File: src/rtl/rx_pkg.sv
package rx_pkg;
  // strobes from the control path to the word datapath
  typedef struct packed {
    logic shiftEn;   // take one data bit this cycle
    logic lastBit;   // this bit completes the word
  } rxStrobe_t;
endpackage

File: src/rtl/rx_sync.sv
module rx_sync #(
  parameter int STAGES = 2
) (
  input  logic clk,
  input  logic rstN,
  input  logic din,
  output logic dout
);
  logic [STAGES-1:0] pipe;

  always_ff @(posedge clk or negedge rstN) begin
    if (!rstN) pipe <= '0;
    else       pipe <= {pipe[STAGES-2:0], din};
  end

  // single fanout point for the synchronized level
  assign dout = pipe[STAGES-1];
endmodule

File: src/rtl/rx_ctrl.sv
module rx_ctrl
  import rx_pkg::*;
#(
  parameter int WORD_W      = 16,
  parameter int SYNC_STAGES = 2,
  localparam int CNT_W      = $clog2(WORD_W)
) (
  input  logic             clk,
  input  logic             rstN,
  input  logic             serClk,
  input  logic             serEnv,
  output rxStrobe_t        stb,
  output logic             envQ,
  output logic [CNT_W-1:0] bitCnt
);
  localparam logic [CNT_W-1:0] LAST_IDX = CNT_W'(WORD_W - 1);

  logic syncClk;
  logic prevClk;
  logic riseSeen;

  rx_sync #(.STAGES(SYNC_STAGES)) u_sync (
    .clk (clk),
    .rstN(rstN),
    .din (serClk),
    .dout(syncClk)
  );

  always_ff @(posedge clk or negedge rstN) begin
    if (!rstN) begin
      prevClk <= 1'b0;
      envQ    <= 1'b0;
    end else begin
      prevClk <= syncClk;
      envQ    <= serEnv;   // single flop, settled before the edge is seen
    end
  end

  assign riseSeen    = syncClk & ~prevClk;
  assign stb.shiftEn = riseSeen & envQ;
  assign stb.lastBit = stb.shiftEn && (bitCnt == LAST_IDX);

  always_ff @(posedge clk or negedge rstN) begin
    if (!rstN)              bitCnt <= '0;
    else if (!envQ)         bitCnt <= '0;
    else if (stb.lastBit)   bitCnt <= '0;
    else if (stb.shiftEn)   bitCnt <= bitCnt + 1'b1;
  end
endmodule

File: src/rtl/rx_datapath.sv
module rx_datapath
  import rx_pkg::*;
#(
  parameter int WORD_W = 16
) (
  input  logic              clk,
  input  logic              rstN,
  input  logic              serData,
  input  rxStrobe_t         stb,
  output logic [WORD_W-1:0] wordOut,
  output logic              wordValid
);
  logic [WORD_W-2:0] shiftReg;

  always_ff @(posedge clk or negedge rstN) begin
    if (!rstN) begin
      shiftReg  <= '0;
      wordOut   <= '0;
      wordValid <= 1'b0;
    end else begin
      wordValid <= stb.lastBit;
      if (stb.shiftEn) shiftReg <= {shiftReg[WORD_W-3:0], serData};
      if (stb.lastBit) wordOut  <= {shiftReg, serData};
    end
  end
endmodule

File: src/rtl/serial_word_rx.sv
module serial_word_rx
  import rx_pkg::*;
#(
  parameter int WORD_W      = 16,
  parameter int SYNC_STAGES = 2,
  localparam int CNT_W      = $clog2(WORD_W)
) (
  input  logic              clk,
  input  logic              rstN,
  input  logic              serClk,
  input  logic              serData,
  input  logic              serEnv,
  output logic [WORD_W-1:0] wordOut,
  output logic              wordValid
);
  rxStrobe_t        stb;
  logic             envQ;
  logic [CNT_W-1:0] bitCnt;

  rx_ctrl #(.WORD_W(WORD_W), .SYNC_STAGES(SYNC_STAGES)) u_ctrl (
    .clk   (clk),
    .rstN  (rstN),
    .serClk(serClk),
    .serEnv(serEnv),
    .stb   (stb),
    .envQ  (envQ),
    .bitCnt(bitCnt)
  );

  rx_datapath #(.WORD_W(WORD_W)) u_dp (
    .clk      (clk),
    .rstN     (rstN),
    .serData  (serData),
    .stb      (stb),
    .wordOut  (wordOut),
    .wordValid(wordValid)
  );
endmodule

File: config.mk
export PLATFORM = sky130hd
export DESIGN_NAME = serial_word_rx
export DESIGN_NICKNAME = d
export VERILOG_FILES = /design/src/rtl/rx_pkg.sv /design/src/rtl/rx_sync.sv /design/src/rtl/rx_ctrl.sv /design/src/rtl/rx_datapath.sv /design/src/rtl/serial_word_rx.sv
export SDC_FILE = /design/constraint.sdc
export NUM_CORES = 1
export LEC_CHECK = 0
export BUFFER_PORTS_ARGS = -buffer_cell sky130_fd_sc_hd__buf_2
export CORE_ASPECT_RATIO = 1.2
export CORE_MARGIN = 1
export CORE_UTILIZATION = 30
export CTS_CLUSTER_DIAMETER = 30
export DETAILED_ROUTE_END_ITERATION = 16
export PLACE_DENSITY = 0.54
export SYNTH_ARGS = -nofsm -noshare
export SYNTH_HDL_FRONTEND = slang
export SYNTH_HIERARCHICAL = 1
export SYNTH_SLANG_ARGS = --single-unit
export TNS_END_PERCENT = 20
File: constraint.sdc
create_clock -name clk -period 1.5 [get_ports clk]
set_clock_uncertainty 0.1 [all_clocks]
set_input_delay 0.075 -clock clk [delete_from_list [all_inputs] [get_ports clk]]
set_output_delay 0.075 -clock clk [all_outputs]
set_load 0.01 [all_outputs]
==> flow_results.org <==
** Routing
- Detailed-router iteration count before antenna repair :: 4
- In the final routed layout, each cell accounts on average for roughly 15 µm.
- In this run, the number of DRC markers left after iteration 0 of detailed routing was 19.
- Via density :: 4.57
- DR vias :: roughly 900
- Overall routed net length :: between 2000 and 3000 µm
- Antenna viol nets, final :: 0
- After detailed routing, the number of remaining DRC violations is 0.

** Yosys
- Top cells by instance count after synthesis :: 40 x sky130_fd_sc_hd__dfrtp_1, 20 x sky130_fd_sc_hd__mux2_4, 11 x sky130_fd_sc_hd__mux2_2
- Mean instance size in the synthesized netlist :: about 17 µm²
- Yosys instantiated no cell more often than sky130_fd_sc_hd__dfrtp_1.
- Sequential cell area fraction in the yosys report :: 62.3%
- In the synthesized netlist the dominant register cell turns out to be sky130_fd_sc_hd__dfrtp_1.
- sky130_fd_sc_hd__dfrtp_1 takes more of the synthesized area than any other cell.
- Number of standard cells after synthesis :: 95
- Synthesis instantiated 18 different standard cells from the library.
- When the netlist entered floorplanning its net count stood at approximately 100.
- Number of enable-type register cells in the synthesized netlist :: 0
- Synth Cell Area :: between 0.0015 and 0.002 mm²
- Fraction of registers with async set/reset :: 100%
- Synth top area cells :: sky130_fd_sc_hd__dfrtp_1 62%, sky130_fd_sc_hd__mux2_4 19%, sky130_fd_sc_hd__mux2_2 7.7%, sky130_fd_sc_hd__buf_12 2.5%, sky130_fd_sc_hd__buf_6 1.4%
- Share of Yosys cell area claimed by the top area cell type :: between 60 and 70%
- Synthesis Warnings :: 6
- After synthesis the netlist holds a flip-flop and latch count of 40.

** Layout
- Signed area change from the synthesized netlist to the final layout :: 25.3%
- Post-route cell area :: 0.00201 mm²
- Antenna diodes :: 0
- Cells fill about two fifths of the core in the end.
- Proportion of layout cells with a drive suffix above 1 :: between 50% and 60%
- Number of nets in the layout :: ~140
- Non-filler instance count after layout :: approximately 200

** Clock tree
- The H-tree was split into 2 levels.
- The clock passes through at most 2 buffers.
- CTS placed an instance of sky130_fd_sc_hd__clkbuf_8 at the clock tree root.
- Clock latency on the worst-skew pair, taken at its later pin, is about 0.28 ns.
- Clock slew seen by the registers of the worst setup and hold paths :: 0.08 ns
- Num CTS Buffers :: 5
- TritonCTS built the clock tree.
- The tree built by TritonCTS fans out to 40 sinks.

** STA
- # setup viols final :: 11
- Subtracting the final worst setup slack from the clock period gives 1.51 ns.
- Number of failing hold endpoints at the final stage :: 0
- After layout, the worst path uses 101% of the clock period.
- Setup slack after layout :: -0.0141 ns
- Normalized max-slew margin :: a little over four fifths
- Fmax :: between 600 and 700 MHz
- Fin. max-slew vios :: 0
- Setup repair after global routing could not meet its margin everywhere.
- Summed negative setup slack over all endpoints :: -0.0787 ns
- Worst hold margin :: between 0.07 and 0.08 ns
- At the pin with the least slew margin, the transition time is 0.232 ns.

** Worst hold path
- Worst hold-check path type :: primary input to async pin

** Worst setup path
- Data arrives at the worst endpoint at 1.58 ns.
- In this run the critical register-to-register path is launched from u_ctrl/prevClk.
- Register-to-register setup slack :: -0.01 ns
- Crit Reg-Reg Endpoint :: u_dp/wordOut[6]
- STA classifies the critical path startpoint as a flip-flop.
- The worst setup path is captured at a flip-flop.
- Of all nets on the critical path, the largest fanout is 12.
- Worst EP required :: between 1.5 and 2 ns
- Tracing the worst setup path back leads to its startpoint at u_ctrl/prevClk.
- Critical path capture point :: u_dp/wordOut[6]
- Depth of the worst register-to-register path :: 4
- Crit path kind :: flip-flop to flip-flop

** Power
- Static Leak :: between 1 and 1.5 nW
- After layout, the design draws a total of roughly 2.2 mW.
- Max rail drop VDD :: around 0.53 mV
- For this design the ratio of total power to cell area is about 1100 mW/mm².

** Floorplan
- Die height :: just over 80 µm
- Starting Density :: roughly a third
- Top-Level Pins :: 22
- The total area inside the core boundary comes to approximately 0.005 mm².
- Die ar. :: about 0.0057 mm²
- Site Rows :: 28
- DIE WIDTH :: roughly 69 µm

** GRT
- Maximum number of pins on one net before global-route repair :: 33
- The number of global-route vias before repair came to ~1,000.
- Initial antenna violation count :: 0
- First-pass GRT wire length :: around 4800 µm
- Global routing finished with a remaining overflow of 0.
- For this run, the total global-route usage over all layers was measured as 11.9%.

** Run status
- The checks that failed: negative setup slack.
- The flow ran to the end, but the final reports show violations.

** Placement
- GP Congestion :: approximately 0.69
- Number of placed instances with taps included :: around 180
- Post-placement setup slack :: -0.0599 ns
- Cell area reported after detailed placement :: approximately 0.0018 mm²
- Detailed Place HPWL :: between 1500 and 2000 µm
- Input and output buffers added on the ports amount to 21.

** Flow run
- Across the run, the number of max-cap violations was 0.
[sequential cells by signal, indices dropped and copies added (netlist names)]
signal / cells
u_ctrl/prevClk: 1
u_ctrl/bitCnt: 4
u_dp/shiftReg: 15
u_ctrl/u_sync/pipe: 2
u_dp/wordValid: 1
u_dp/wordOut: 16
u_ctrl/envQ: 1
[what timing repair did]
action | CTS | global route
setup endpoints to repair | 16 | 29
hold endpoints to repair | 44 | 0
hold buffers | 4 | 0
buffers inserted | 2 | 1
gates resized for setup | 4 | 4
pin swaps | 1 | 1
[placed cells by master (no fill, tap or decap), drive strengths merged, types with 2 or more instances in the layout]
cell         synthesis  routed
nand2                2       2
nor2                 4       4
a21oi                3       3
buf                  4      33
dlygate4sd3          0       4
mux2                31      31
clkbuf               0       8
dfrtp               40      40
nand3b               2       2
[per-layer routing]
layer	up-vias	track usage (%)	routed length [µm]	part of all wire (%)
met1	463	14.2	1210	43
met4	0	7.76	111	3.9
met3	9	2.88	73	2.6
met5	-	0	0	0
li1	409	-	-	-
met2	15	18.8	1450	51
[how the worst min path moves through the flow]
stage                     cells past startpoint               endpoint  start
after global placement                        1  u_ctrl/u_sync/pipe[0]   rstN
after detailed placement                      1  u_ctrl/u_sync/pipe[0]   rstN
after global routing                          2  u_ctrl/u_sync/pipe[0]   rstN
after floorplan                               0       u_ctrl/bitCnt[0]   rstN
final                                         2       u_ctrl/bitCnt[2]   rstN
after CTS                                     2  u_ctrl/u_sync/pipe[0]   rstN
[report_power, final]
part | switching (mW) | leakage [nW] | total [mW] | internal, mW
logic | 0.0673 | 0.428 | 0.220 | 0.152
registers | 0.0856 | 0.537 | 1.27 | 1.19
clock network | 0.351 | 0.0455 | 0.727 | 0.375
total | 0.504 | 1.01 | 2.22 | 1.72
[logic make-up (layout without fill, tap and decap cells)]
family / count (synthesis) / count (layout) / share of synthesized area [%]
compound gates: 5 / 5 / 1.87
xor+xnor: 1 / 1 / 0.545
fa+ha+maj: 1 / 1 / 0.778
buf+inv: 5 / 46 / 4.12
flops: 40 / 40 / 62.3
mux: 32 / 32 / 27.0
simple gates: 11 / 11 / 3.42
[final cells by class]
| cell class | count | area (µm²) |
|---|---|---|
| fill | 504 | 3030 |
| tap | 60 | 75.1 |
| clock buffer | 8 | 90.1 |
| multi-input combinational | 50 | 581 |
| sequential | 40 | 1000 |
| inverter | 1 | 3.75 |
| timing repair buffer | 37 | 264 |
[worst max-delay path, stage by stage, from the launching register on]
cell and delay [ns]:
sky130_fd_sc_hd__dfrtp_1 0.38, sky130_fd_sc_hd__nand3b_1 0.24, sky130_fd_sc_hd__nor2_4 0.19, sky130_fd_sc_hd__buf_12 0.17, sky130_fd_sc_hd__mux2_4 0.31
Power figures use the tool's default switching activity.
